==> config.mk <==
export PLATFORM = sky130hd
export DESIGN_NAME = pwr_mode_ctrl
export DESIGN_NICKNAME = d
export VERILOG_FILES = /design/src/rtl/pwr_mode_pkg.sv /design/src/rtl/pm_status_reg.sv /design/src/rtl/pm_clk_gate.sv /design/src/rtl/pm_deep_seq.sv /design/src/rtl/pwr_mode_ctrl.sv
export SDC_FILE = /design/constraint.sdc
export NUM_CORES = 1
export LEC_CHECK = 0
export CORE_MARGIN = 1
export CORE_UTILIZATION = 43
export CTS_CLUSTER_SIZE = 30
export DETAILED_ROUTE_END_ITERATION = 8
export GPL_ROUTABILITY_DRIVEN = 1
export GPL_TIMING_DRIVEN = 0
export PLACE_DENSITY = 0.84
export SLEW_MARGIN = 40
export SYNTH_ARGS = -nofsm -noshare
export SYNTH_HDL_FRONTEND = slang
export SYNTH_SLANG_ARGS = --single-unit
==> constraint.sdc <==
create_clock -name clk_i -period 4.7 [get_ports clk_i]
set_input_delay 0.705 -clock clk_i [delete_from_list [all_inputs] [get_ports clk_i]]
set_output_delay 0.705 -clock clk_i [all_outputs]
set_load 0.02 [all_outputs]
==> src/rtl/pwr_mode_pkg.sv <==
package pwr_mode_pkg;
  localparam int GIE_B    = 0;
  localparam int CPUOFF_B = 1;
  localparam int OSCOFF_B = 2;
  localparam int SCG0_B   = 3;
  localparam int SCG1_B   = 4;

  typedef enum logic [1:0] {ST_RUN, ST_DEEP, ST_SETTLE, ST_RST} seq_st_e;

  typedef enum logic [3:0] {
    M_ACT = 4'd0, M_LP0 = 4'd1, M_LP1 = 4'd2, M_LP2 = 4'd3, M_LP3 = 4'd4,
    M_LP4 = 4'd5, M_SD3 = 4'd6, M_SD4 = 4'd7, M_RSTRT = 4'd8
  } pm_mode_e;

  typedef struct packed {
    logic scg1;
    logic scg0;
    logic osc_off;
    logic cpu_off;
  } mode_bits_t;

  function automatic pm_mode_e decode_shallow(input mode_bits_t b);
    pm_mode_e m;
    if (!b.cpu_off)              m = M_ACT;
    else if (b.scg0 && b.scg1)   m = b.osc_off ? M_LP4 : M_LP3;
    else if (b.scg1)             m = M_LP2;
    else if (b.scg0)             m = M_LP1;
    else                         m = M_LP0;
    return m;
  endfunction
endpackage

==> src/rtl/pm_status_reg.sv <==
module pm_status_reg
  import pwr_mode_pkg::*;
#(
  parameter int SR_W = 8
) (
  input  logic            clk_i,
  input  logic            rst_ni,
  input  logic            clr_i,
  input  logic            freeze_i,
  input  logic            wr_i,
  input  logic [SR_W-1:0] wdata_i,
  input  logic            entry_i,
  input  logic            reti_i,
  input  logic [SR_W-1:0] restore_i,
  output logic [SR_W-1:0] sr_o,
  output logic            save_vld_o,
  output logic [SR_W-1:0] save_word_o
);
  localparam logic [SR_W-1:0] ENTRY_CLR =
    (SR_W'(1) << GIE_B)  | (SR_W'(1) << CPUOFF_B) | (SR_W'(1) << OSCOFF_B) |
    (SR_W'(1) << SCG0_B) | (SR_W'(1) << SCG1_B);

  logic [SR_W-1:0] sr_q, save_q;
  logic            vld_q;

  always_ff @(posedge clk_i or negedge rst_ni) begin
    if (!rst_ni) begin
      sr_q   <= '0;
      save_q <= '0;
      vld_q  <= 1'b0;
    end else begin
      vld_q <= 1'b0;
      if (clr_i) begin
        sr_q   <= '0;
        save_q <= '0;
      end else if (!freeze_i) begin
        if (entry_i) begin
          save_q <= sr_q;
          vld_q  <= 1'b1;
          sr_q   <= sr_q & ~ENTRY_CLR;
        end else if (reti_i) begin
          sr_q <= restore_i;
        end else if (wr_i) begin
          sr_q <= wdata_i;
        end
      end
    end
  end

  assign sr_o        = sr_q;
  assign save_vld_o  = vld_q;
  assign save_word_o = save_q;
endmodule

==> src/rtl/pm_clk_gate.sv <==
module pm_clk_gate
  import pwr_mode_pkg::*;
#(
  parameter int N_IRQ = 8
) (
  input  mode_bits_t       bits_i,
  input  logic             gie_i,
  input  seq_st_e          st_i,
  input  logic             is45_i,
  input  logic [N_IRQ-1:0] irq_req_i,
  input  logic [N_IRQ-1:0] irq_en_i,
  output logic             wake_o,
  output logic             cpu_clk_en_o,
  output logic             fast_clk_en_o,
  output logic             dco_en_o,
  output logic             aux_clk_en_o,
  output logic [3:0]       mode_o
);
  logic running;
  assign running = (st_i == ST_RUN);
  assign wake_o  = running && bits_i.cpu_off && gie_i && (|(irq_req_i & irq_en_i));

  always_comb begin
    if (!running) begin
      {cpu_clk_en_o, fast_clk_en_o, dco_en_o, aux_clk_en_o} = 4'b0000;
    end else if (wake_o) begin
      {cpu_clk_en_o, fast_clk_en_o, dco_en_o, aux_clk_en_o} = 4'b1111;
    end else begin
      cpu_clk_en_o  = !bits_i.cpu_off;
      fast_clk_en_o = !bits_i.scg1;
      dco_en_o      = !bits_i.scg0;
      aux_clk_en_o  = !bits_i.osc_off;
    end
  end

  always_comb begin
    unique case (st_i)
      ST_RUN:  mode_o = decode_shallow(bits_i);
      ST_DEEP: mode_o = is45_i ? M_SD4 : M_SD3;
      default: mode_o = M_RSTRT;
    endcase
  end
endmodule

==> src/rtl/pm_deep_seq.sv <==
module pm_deep_seq
  import pwr_mode_pkg::*;
#(
  parameter int SETTLE_CYC = 8
) (
  input  logic    clk_i,
  input  logic    rst_ni,
  input  logic    enter_i,
  input  logic    enter45_i,
  input  logic    por_i,
  input  logic    rst_evt_i,
  input  logic    io_wake_i,
  input  logic    rtc_evt_i,
  input  logic    lock_clr_i,
  output seq_st_e st_o,
  output logic    is45_o,
  output logic    reg_en_o,
  output logic    io_lock_o,
  output logic    sys_rst_o
);
  localparam int CNT_W = $clog2(SETTLE_CYC + 1);
  localparam logic [CNT_W-1:0] CNT_LAST = CNT_W'(SETTLE_CYC - 1);

  seq_st_e          st_q;
  logic [CNT_W-1:0] cnt_q;
  logic             is45_q, lock_q, wake_ok;

  // rtc only exits the lighter shutdown
  assign wake_ok = por_i || rst_evt_i || io_wake_i || (rtc_evt_i && !is45_q);

  always_ff @(posedge clk_i or negedge rst_ni) begin
    if (!rst_ni) begin
      st_q   <= ST_RUN;
      cnt_q  <= '0;
      is45_q <= 1'b0;
      lock_q <= 1'b0;
    end else begin
      unique case (st_q)
        ST_RUN: begin
          if (enter_i) begin
            st_q   <= ST_DEEP;
            is45_q <= enter45_i;
            lock_q <= 1'b1;
          end else if (lock_clr_i) begin
            lock_q <= 1'b0;
          end
        end
        ST_DEEP: begin
          if (wake_ok) begin
            st_q  <= ST_SETTLE;
            cnt_q <= '0;
          end
        end
        ST_SETTLE: begin
          if (cnt_q == CNT_LAST) st_q <= ST_RST;
          else                   cnt_q <= cnt_q + 1'b1;
        end
        default: st_q <= ST_RUN;
      endcase
    end
  end

  assign st_o      = st_q;
  assign is45_o    = is45_q;
  assign reg_en_o  = (st_q != ST_DEEP);
  assign io_lock_o = lock_q;
  assign sys_rst_o = (st_q == ST_RST);
endmodule

==> src/rtl/pwr_mode_ctrl.sv <==
module pwr_mode_ctrl
  import pwr_mode_pkg::*;
#(
  parameter int SR_W       = 8,
  parameter int N_IRQ      = 8,
  parameter int SETTLE_CYC = 8
) (
  input  logic             clk_i,
  input  logic             rst_ni,
  input  logic             sr_wr_i,
  input  logic [SR_W-1:0]  sr_wdata_i,
  input  logic             deep_sel_i,
  output logic [SR_W-1:0]  sr_o,
  input  logic [N_IRQ-1:0] irq_req_i,
  input  logic [N_IRQ-1:0] irq_en_i,
  input  logic             irq_entry_i,
  output logic             save_vld_o,
  output logic [SR_W-1:0]  save_word_o,
  input  logic             reti_i,
  input  logic [SR_W-1:0]  restore_word_i,
  output logic             wake_o,
  output logic             cpu_clk_en_o,
  output logic             fast_clk_en_o,
  output logic             dco_en_o,
  output logic             aux_clk_en_o,
  output logic [3:0]       mode_o,
  input  logic             por_i,
  input  logic             rst_evt_i,
  input  logic             io_wake_i,
  input  logic             rtc_evt_i,
  output logic             reg_en_o,
  output logic             io_lock_o,
  output logic             sys_rst_o,
  input  logic             lock_clr_i,
  input  logic             dbg_en_i,
  output logic             dbg_o
);
  seq_st_e    st;
  logic       is45, running, enter_deep;
  mode_bits_t cur_bits;

  assign running  = (st == ST_RUN);
  assign cur_bits = '{scg1: sr_o[SCG1_B], scg0: sr_o[SCG0_B],
                      osc_off: sr_o[OSCOFF_B], cpu_off: sr_o[CPUOFF_B]};

  // shutdown request: plain write of the two deepest patterns, no probe attached
  assign enter_deep = running && sr_wr_i && !irq_entry_i && !reti_i && deep_sel_i &&
                      !dbg_en_i && sr_wdata_i[CPUOFF_B] && sr_wdata_i[SCG0_B] &&
                      sr_wdata_i[SCG1_B];

  pm_status_reg #(.SR_W(SR_W)) i_sr (
    .clk_i       (clk_i),
    .rst_ni      (rst_ni),
    .clr_i       (sys_rst_o),
    .freeze_i    (!running),
    .wr_i        (sr_wr_i),
    .wdata_i     (sr_wdata_i),
    .entry_i     (irq_entry_i),
    .reti_i      (reti_i),
    .restore_i   (restore_word_i),
    .sr_o        (sr_o),
    .save_vld_o  (save_vld_o),
    .save_word_o (save_word_o)
  );

  pm_deep_seq #(.SETTLE_CYC(SETTLE_CYC)) i_seq (
    .clk_i      (clk_i),
    .rst_ni     (rst_ni),
    .enter_i    (enter_deep),
    .enter45_i  (sr_wdata_i[OSCOFF_B]),
    .por_i      (por_i),
    .rst_evt_i  (rst_evt_i),
    .io_wake_i  (io_wake_i),
    .rtc_evt_i  (rtc_evt_i),
    .lock_clr_i (lock_clr_i),
    .st_o       (st),
    .is45_o     (is45),
    .reg_en_o   (reg_en_o),
    .io_lock_o  (io_lock_o),
    .sys_rst_o  (sys_rst_o)
  );

  pm_clk_gate #(.N_IRQ(N_IRQ)) i_gate (
    .bits_i        (cur_bits),
    .gie_i         (sr_o[GIE_B]),
    .st_i          (st),
    .is45_i        (is45),
    .irq_req_i     (irq_req_i),
    .irq_en_i      (irq_en_i),
    .wake_o        (wake_o),
    .cpu_clk_en_o  (cpu_clk_en_o),
    .fast_clk_en_o (fast_clk_en_o),
    .dco_en_o      (dco_en_o),
    .aux_clk_en_o  (aux_clk_en_o),
    .mode_o        (mode_o)
  );

  assign dbg_o = dbg_en_i;
endmodule

==> reports/results.tsv, run 1 <==
stage	metric	value	unit
outcome	run_status	completed	
pwr	vdd_drop_max	0.000242	V
floorplan	die-area	3900	µm²
clock_network	cts.path.max_buffers	2	
floorplan	die_h	62.5	µm
sta	max_freq	320	MHz
logic_synthesis	synth_mux_area_frac	0.0932	
layout	nFillCells	286	
run	drv_cap	0	
clock_network	cts_resized	0	
floorplan	die_w	62.5	µm
setup_path	crit_fanout	4	
layout	drive_above_1_share	0.0650	
logic_synthesis	syn-num-nets	221	
logic_synthesis	netlist-cell-type-count	37	
setup_path	crit_path_frequent_cell	clkdlybuf4s50_1	
clock_network	cts.clk_slew.worst_paths	160	ps
clock_network	clock_latency	340	ps
logic_synthesis	synth_seq_cells	25	
sta	fin_crit_sh	0.665	
setup_path	cpMaxStageDelayCell	clkdlybuf4s50_1	
logic_synthesis	synth_area	1570	µm²
global_routing	grt_use_total	0.228	
layout	area.growth.synth_to_final	51.8	%
floorplan	core.rowCount	21	
pwr	p_per_area	515	nW/µm²
placed_design	gp_congestion	0.795	
global_routing	grt-ovfl-total	0	
placed_design	place_hpwl	3230	µm
logic_synthesis	synth_edf_count	0	
drt	wl_met3	282	µm
sta	slew_viol_final	0	
floorplan	ios	74	
clock_network	postCtsSetupBuffers	0	
clock_network	cts.root.buffer_cell	clkbuf_4	
drt	routed.top_layer	met4	
sta	finalHoldViolations	0	
drt	routed-wl-met2	2050	µm
global_routing	grt_pass1_wl	6930	µm
logic_synthesis	netlist_instances	169	
drt	wl_met1	1740	µm
sta	fin_ws	1580	ps
setup_path	critical_path_class	in2out	
logic_synthesis	synth_area_leaders	dfrtp_1, ha_1, mux2i_1, nand2_1, o21ai_1	
floorplan	fp.coreArea	3420	µm²
clock_network	cts_tree	built	
sta	fin_crit	3120	ps
pwr	p_leak	1.04	nW
sta	hold_ws	338	ps
sta	tightest_slew	583	ps
setup_path	end_kind	output pin	
setup_path	worstPathRequired	3990	ps
logic_synthesis	yosys.area.top_type_share	0.398	
sta	fin_worst_skew	8.94	ps
global_routing	grt_max_degree	26	
drt	ant_nets	0	
global_routing	grt_pass1_vias	1473	
hold_path	worstHoldPathType	in2async	
sta	finalSetupTns	0	ps
logic_synthesis	synth_top_area_cell	dfrtp_1	
global_routing	antenna_found_initial	0	
logic_synthesis	synth_compound_area_frac	0.204	
logic_synthesis	synth_fa_ha_area_frac	0.0637	
drt	via_per_inst	5.33	
logic_synthesis	synth_top_family_by_area	compound AO/OA/AOI/OAI gates	
layout	nets	299	
setup_path	max_stage_delay	560	ps
logic_synthesis	yosys.area_share.simple	0.182	
drt	drt-initial-drc-count	44	
drt	drt-pass1-iter-count	4	
drt	route.detailed.drc	0	
layout	final_util	0.699	
placed_design	dp_slack	1550	ps
setup_path	worstPathCellList	clkdlybuf4s50_1 > a22oi_1 > nand2_1 > o2111ai_1 > o21ai_0 > clkdlybuf4s50_1	
sta	rsz0062_at_grt	false	
clock_network	hold_buffers	0	
layout	diodes	0	
logic_synthesis	ys_seq_area_frac	0.398	
setup_path	setup.worst_path.start_class	primary input	
setup_path	arrival	2420	ps
placed_design	port_buffers	73	
sta	finalSetupViolCount	0	
floorplan	initial_core_util	0.460	
clock_network	cts_buffers	3	
logic_synthesis	avgSynthCellArea	9.30	µm²
logic_synthesis	ys.flop_type	dfrtp_1	
clock_network	htree_levels	1	
drt	routedWlPerCell	14.2	µm
drt	vias	1555	
logic_synthesis	postSynth.asyncResetShare	1.00	
logic_synthesis	synth_xor_area_frac	0	
clock_network	numClockSinks	25	
drt	wirelength	4160	µm
sta	relSlewSlack	0.611	
logic_synthesis	ys_warn_count	0	
[worst paths after layout]
path	from	endpoint	slack (ps)	cells past startpoint
worst max-delay path	irq_req_i[0]	dco_en_o	1580	6
worst min-delay path	rst_ni	i_sr.sr_o[2]$_DFFE_PN0P_	340	1
worst max register to register	i_seq.st_o[1]$_DFFE_PN0P_	i_seq.st_o[1]$_DFFE_PN0P_	2700	5
worst min register to register	i_seq.io_lock_o$_DFFE_PN0P_	i_seq.io_lock_o$_DFFE_PN0P_	510	2
max in group asynchronous	rst_ni	i_seq.cnt_q[2]$_DFFE_PN0P_	3970	1
min in group clk_i	i_seq.io_lock_o$_DFFE_PN0P_	i_seq.io_lock_o$_DFFE_PN0P_	510	2
[metal layers]
| layer | global-route usage | vias up |
|---|---|---|
| met5 | 0 | - |
| met4 | 0.105 | 0 |
| met3 | 0.0547 | 6 |
| met2 | 0.380 | 63 |
| met1 | 0.278 | 725 |
| li1 | - | 761 |
[layout by cell type, fill, tap and decap left out, types with 2 or more instances in the layout]
master,Yosys,final
clkdlybuf4s50_1,0,72
dfrtp_1,25,25
nand2_1,22,22
o21ai_1,15,15
a21oi_1,11,11
mux2i_1,9,9
nor2b_1,9,9
inv_1,8,8
nor2_1,8,8
ha_1,8,8
o21ai_0,6,6
clkbuf_1,5,5
mux2_1,5,5
o41ai_1,5,5
nand3_1,4,4
a22oi_1,4,4
buf_4,3,3
clkbuf_4,0,3
buf_6,2,2
[registers in the layout, indices dropped and copies added (netlist names)]
signal and count:
i_seq.cnt_q 4, i_seq.io_lock_o 1, i_seq.is45_o 1, i_sr.sr_o 8
i_sr.save_word_o 8, i_sr.save_vld_o 1, i_seq.st_o 2
[cell families after synthesis]
kind of cell,count (synthesis)
AO/OA/AOI/OAI,50
flip-flops,25
multiplexers,14
buffers and inverters,18
AND/OR/NAND/NOR,54
adder cells (fa/ha/maj),8
[layout make-up]
class                   count  area (µm²)  area share
plain buffers              10        63.8      0.0267
clock buffers               3        22.5     0.00944
clock inverters             1        8.76     0.00367
inverters                   8        30.0      0.0126
multi-input cells         126         852       0.357
flip-flops and latches     25         626       0.262
well taps                  46        57.6      0.0241
repair buffers             73         726       0.304
[synth_stat cells, drive strengths merged, types with 4 or more instances]
library cell	instances
a21oi	11
a22oi	4
buf	5
clkbuf	5
dfrtp	25
ha	8
inv	8
mux2	5
mux2i	9
nand2	22
nand3	4
nor2	8
nor2b	9
o21ai	22
o41ai	5
[critical path: cells and delay by family]
| family | cells | cell delay [ps] |
|---|---|---|
| buffers and inverters | 2 | 970 |
| AOI/OAI and AO/OA | 3 | 650 |
| and+or+nand+nor | 1 | 90 |
[metrics by stage]
step | area [µm²] | cells | power, W
floorplan | 1570 | 169 | 0.000810
global placement | 2360 | 288 | 0.00111
detailed placement | 2350 | 288 | 0.00113
CTS | 2390 | 292 | 0.00124
global route | 2390 | 292 | 0.00132
finish | 2390 | 292 | 0.00123
[power by group]
group          internal (W)  total (W)  switching [W]
Combinational      0.000360   0.000775       0.000414
Sequential         0.000281   0.000346      0.0000644
Clock             0.0000348   0.000108      0.0000732
Power figures use the tool's default switching activity.
==> inputs of run 2 (changes only) <==
--- a/config.mk
+++ b/config.mk
@@ -6,12 +6,12 @@
 export NUM_CORES = 1
 export LEC_CHECK = 0
 export CORE_MARGIN = 1
-export CORE_UTILIZATION = 43
+export CORE_UTILIZATION = 41
 export CTS_CLUSTER_SIZE = 30
 export DETAILED_ROUTE_END_ITERATION = 8
 export GPL_ROUTABILITY_DRIVEN = 1
 export GPL_TIMING_DRIVEN = 0
-export PLACE_DENSITY = 0.84
+export PLACE_DENSITY = 0.8
 export SLEW_MARGIN = 40
 export SYNTH_ARGS = -nofsm -noshare
 export SYNTH_HDL_FRONTEND = slang
==> constraint.sdc (replaced) <==
create_clock -name clk_i -period 3.25 [get_ports clk_i]
set_input_delay 0.4875 -clock clk_i [delete_from_list [all_inputs] [get_ports clk_i]]
set_output_delay 0.4875 -clock clk_i [all_outputs]
set_load 0.02 [all_outputs]
==> run 2 against run 1 <==
  * Critical path depth stayed put
  * Via count fell by 2.8%
  * Wire length fell by 4.9%
  * Critical path type unchanged
  * Largest cell class unchanged
==> reports/results.tsv, run 2 (synthesized netlist as in run 1, its figures left out) <==
stage	metric	value	unit
outcome	run_status	completed	
drt	route.detailed.drc	0	
sta	finalHoldViolations	0	
setup_path	critical_path_class	in2out	
setup_path	arrival	2190	ps
sta	relSlewSlack	0.625	
floorplan	die_w	63.9	µm
setup_path	crit_fanout	4	
clock_network	postCtsSetupBuffers	0	
setup_path	critPathLaunch	irq_req_i[0]	
clock_network	cts_tree	built	
floorplan	fp.coreArea	3660	µm²
global_routing	grt_pass1_vias	1491	
clock_network	htree_levels	1	
placed_design	port_buffers	73	
sta	hold_ws	190	ps
setup_path	cpMaxStageDelayCell	clkdlybuf4s50_1	
sta	fin_crit	2680	ps
sta	tightest_slew	562	ps
global_routing	grt_max_degree	26	
drt	drt-pass1-iter-count	4	
clock_network	cts_buffers	3	
clock_network	cts_resized	0	
floorplan	die-area	4080	µm²
layout	drive_above_1_share	0.0650	
clock_network	hold_buffers	0	
layout	diodes	0	
drt	via_per_inst	5.14	
drt	wirelength	3960	µm
pwr	p_leak	1.04	nW
sta	fin_crit_sh	0.824	
layout	layout_commonest_cell	clkdlybuf4s50_1	
layout	area.growth.synth_to_final	53.1	%
layout	nets	299	
setup_path	worstPathRequired	2760	ps
drt	ant_nets	0	
run	drv_cap	0	
setup_path	worstPathCellList	clkdlybuf4s50_1 > a22oi_1 > nand2_1 > o2111ai_1 > o21ai_0 > clkdlybuf4s50_1	
placed_design	place_hpwl	3060	µm
setup_path	max_stage_delay	560	ps
global_routing	grt_use_total	0.211	
sta	fin_worst_skew	3.09	ps
sta	max_freq	373	MHz
setup_path	r2r_start	i_seq.st_o[1]$_DFFE_PN0P_	
layout	nFillCells	319	
layout	mostFrequentLayoutCells	clkdlybuf4s50_1, dfrtp_1, nand2_1	
drt	routedWlPerCell	13.5	µm
clock_network	numClockSinks	25	
clock_network	cts.clk_slew.worst_paths	90	ps
drt	drt-initial-drc-count	54	
hold_path	worstHoldPathType	in2async	
sta	finalSetupTns	0	ps
setup_path	end_kind	output pin	
sta	slew_viol_final	0	
sta	finalSetupViolCount	0	
setup_path	setup.worst_path.start_class	primary input	
pwr	p_per_area	750	nW/µm²
placed_design	gp_congestion	0.800	
floorplan	die_h	63.9	µm
clock_network	cts.root.buffer_cell	clkbuf_8	
drt	vias	1511	
global_routing	antenna_found_initial	0	
sta	rsz0062_at_grt	false	
setup_path	crit_path_frequent_cell	clkdlybuf4s50_1	
global_routing	grt_pass1_wl	6740	µm
floorplan	initial_core_util	0.429	
floorplan	ios	74	
clock_network	clock_latency	280	ps
global_routing	grt-ovfl-total	0	
pwr	vdd_drop_max	0.000342	V
clock_network	cts.path.max_buffers	2	
floorplan	core.rowCount	22	
[run 2: changes by cell type in the layout (fill, tap and decap cells not counted)]
cell / before / now
clkbuf_4: 3 / 0
clkbuf_8: 0 / 3
clkinvlp_4: 0 / 1
inv_6: 1 / 0
[run 2: final cells by class]
class	instances	area [µm²]	share of cell area
multi-input combinational	126	852	0.354
timing repair buffer	73	726	0.302
sequential	25	626	0.260
buffer	10	63.8	0.0265
tap	48	60.1	0.0250
clock buffer	3	41.3	0.0172
inverter	8	30.0	0.0125
clock inverter	1	7.51	0.00312
[run 2: final timing paths]
| check | cells after the start | slack, ps | endpoint |
|---|---|---|---|
| worst max-delay path | 6 | 570 | aux_clk_en_o |
| worst min-delay path | 1 | 190 | i_seq.io_lock_o$_DFFE_PN0P_ |
| worst max register to register | 5 | 1290 | i_seq.st_o[1]$_DFFE_PN0P_ |
| worst min register to register | 2 | 480 | i_seq.io_lock_o$_DFFE_PN0P_ |
| max in group asynchronous | 1 | 2690 | i_sr.save_vld_o$_DFF_PN0_ |
| min in group clk_i | 2 | 480 | i_seq.io_lock_o$_DFFE_PN0P_ |
[run 2: per-stage QoR]
step | util | instance area, µm² | setup slack [ps] | cells | power (W)
after global placement | 0.645 | 2360 | 557 | 290 | 0.00161
after CTS | 0.657 | 2410 | 538 | 294 | 0.00182
after detailed placement | 0.644 | 2360 | 543 | 290 | 0.00162
after global routing | 0.657 | 2410 | 415 | 294 | 0.00194
after floorplan | - | 1570 | 1400 | 169 | 0.00117
final | 0.657 | 2410 | 571 | 294 | 0.00180
[run 2: where the power goes]
group          internal [W]  total, W  switching, W
clock network     0.0000872  0.000196      0.000109
registers          0.000407  0.000497     0.0000903
logic              0.000522   0.00111      0.000589
total               0.00102   0.00180      0.000789
[run 2: worst max-delay path, delay by kind of cell]
| kind | cells | cell delay (ps) |
|---|---|---|
| buffers and inverters | 2 | 960 |
| AO/OA/AOI/OAI | 3 | 650 |
| AND/OR/NAND/NOR | 1 | 100 |
[run 2: per-layer routing]
metal / vias up / part of all wire / track usage
li1: 763 / - / -
met1: 687 / 0.45 / 0.256
met2: 52 / 0.46 / 0.360
met3: 9 / 0.064 / 0.0464
met4: 0 / 0.022 / 0.0852
met5: - / 0 / 0
==> inputs of run 3 (changes only) <==
==> constraint.sdc (replaced) <==
create_clock -name clk_i -period 2.6 [get_ports clk_i]
set_input_delay 0.39 -clock clk_i [delete_from_list [all_inputs] [get_ports clk_i]]
set_output_delay 0.39 -clock clk_i [all_outputs]
set_load 0.02 [all_outputs]
==> run 3 against run 2 <==
  * Design area up 0.26%
  * Cell count stayed put
  * Worst hold slack got worse by 95 ps
  * Non-clock buffer count unchanged
  * Sequential cell count is the same
  * Register-to-register slack got worse by 650 ps
  * Clock-buffer cell count is the same
  * Die area unchanged
  * Largest power group unchanged
==> reports/results.tsv, run 3 (synthesized netlist as in run 1, its figures left out) <==
stage	metric	value	unit
outcome	run_status	completed	
setup_path	critPathLaunch	i_seq.st_o[0]$_DFFE_PN0P_	
drt	drt-pass1-iter-count	4	
setup_path	max_stage_delay	630	ps
sta	tightest_slew	569	ps
floorplan	core.rowCount	22	
setup_path	critical_path_class	reg2out	
floorplan	ios	74	
setup_path	cp.buffers_inverters	4	
global_routing	antenna_found_initial	0	
clock_network	htree_levels	1	
layout	diodes	0	
hold_path	worstHoldPathType	in2async	
sta	max_freq	411	MHz
clock_network	cts_buffers	3	
sta	fin_ws	164	ps
floorplan	die_h	63.9	µm
sta	rsz0062_at_grt	false	
sta	fin_crit	2440	ps
global_routing	grt_pass1_vias	1491	
pwr	p_per_area	937	nW/µm²
drt	vias	1527	
clock_network	cts.clk_slew.worst_paths	90	ps
sta	hold_ws	95.1	ps
pwr	p_leak	1.04	nW
floorplan	die_w	63.9	µm
sta	finalSetupViolCount	0	
clock_network	cts.path.max_buffers	2	
setup_path	crit_fanout	8	
layout	nets	299	
sta	slew_viol_final	0	
floorplan	die-area	4080	µm²
drt	wirelength	3970	µm
pwr	p_int	0.00127	W
global_routing	grt_max_degree	26	
global_routing	grt_pass1_wl	6740	µm
layout	final_util	0.659	
run	drv_cap	0	
setup_path	arrival	2050	ps
pwr	pwr-share-seq	0.276	
floorplan	fp.coreArea	3660	µm²
global_routing	grt-ovfl-total	0	
setup_path	worstPathRequired	2210	ps
placed_design	gp_congestion	0.800	
drt	routedWlPerCell	13.5	µm
setup_path	cpMaxStageDelayCell	clkdlybuf4s50_1	
clock_network	clock_latency	280	ps
setup_path	crit_path_frequent_cell	inv_1	
pwr	p_comb_frac	0.616	
layout	layout_commonest_cell	clkdlybuf4s50_1	
pwr	clkPwrFrac	0.108	
setup_path	crit_family	buffers and inverters	
setup_path	end_kind	output pin	
drt	ant_nets	0	
placed_design	port_buffers	73	
sta	finalSetupTns	0	ps
pwr	p_sw_frac	0.438	
layout	mostFrequentLayoutCells	clkdlybuf4s50_1, dfrtp_1, nand2_1	
sta	fin_crit_sh	0.937	
setup_path	worstPathCellList	inv_1 > ha_1 > buf_6 > inv_1 > o21ai_0 > clkdlybuf4s50_1	
drt	drt-initial-drc-count	62	
drt	route.detailed.drc	0	
clock_network	cts_tree	built	
clock_network	cts.root.buffer_cell	clkbuf_8	
sta	fin_worst_skew	3.09	ps
pwr	vdd_drop_max	0.000427	V
drt	via_per_inst	5.19	
sta	relSlewSlack	0.620	
placed_design	place_hpwl	3060	µm
sta	finalHoldViolations	0	
global_routing	grt_use_total	0.211	
setup_path	r2r_start	i_seq.st_o[1]$_DFFE_PN0P_	
layout	drive_above_1_share	0.0691	
clock_network	numClockSinks	25	
placed_design	dp_slack	88.3	ps
setup_path	setup.worst_path.start_class	flop	
floorplan	initial_core_util	0.429	
pwr	p_sw	0.000991	W
layout	area.growth.synth_to_final	53.5	%
[run 3: worst register-to-register path: stages, from the launching register on]
cell,delay (ps)
dfrtp_1,440
inv_1,100
ha_1,210
or4b_4,520
o221ai_2,250
mux2_1,340
[run 3: timing repair]
item | CTS | global route
buffers inserted | 0 | 0
hold buffers | 0 | 0
endpoints found under the setup margin | 0 | 3
gates resized for setup | 0 | 1
[run 3: area by class of cell]
class	count	area, µm²
Tap cell	48	60.1
Clock buffer	3	41.3
Sequential cell	25	626
Fill cell	317	1250
Buffer	10	63.8
Multi-Input combinational cell	126	858
Timing Repair Buffer	73	726
Inverter	8	30.0
Clock inverter	1	7.51
[run 3: path summary, 6_finish.rpt]
kind,end,slack [ps],depth (start not counted)
worst max-delay path,aux_clk_en_o,160,6
worst min-delay path,i_seq.io_lock_o$_DFFE_PN0P_,100,1
worst max register to register,i_seq.st_o[1]$_DFFE_PN0P_,640,5
worst min register to register,i_seq.io_lock_o$_DFFE_PN0P_,490,2
max in group asynchronous,i_sr.save_vld_o$_DFF_PN0_,2130,1
min in group clk_i,i_seq.io_lock_o$_DFFE_PN0P_,490,2
[run 3: power by group through the flow]
stage | combinational (W) | clock [W] | sequential, W
final | 0.00139 | 0.000245 | 0.000624
after global placement | 0.00139 | 0 | 0.000625
after CTS | 0.00141 | 0.000249 | 0.000621
after floorplan | 0.000763 | 0 | 0.000702
after detailed placement | 0.00140 | 0 | 0.000629
after global routing | 0.00152 | 0.000269 | 0.000640
[run 3: per-stage QoR]
| stage | cells | area [µm²] | total power, W |
|---|---|---|---|
| floorplan | 169 | 1570 | 0.00147 |
| global placement | 290 | 2360 | 0.00201 |
| detailed placement | 290 | 2360 | 0.00203 |
| CTS | 294 | 2410 | 0.00228 |
| global route | 294 | 2410 | 0.00243 |
| finish | 294 | 2410 | 0.00226 |
[run 3: metal layers]
layer  share of wire  GRT usage  wire, µm
met1            0.45      0.256      1770
met2            0.46      0.360      1840
met3           0.068     0.0464       271
met4           0.023     0.0852        91
met5               0          0         0
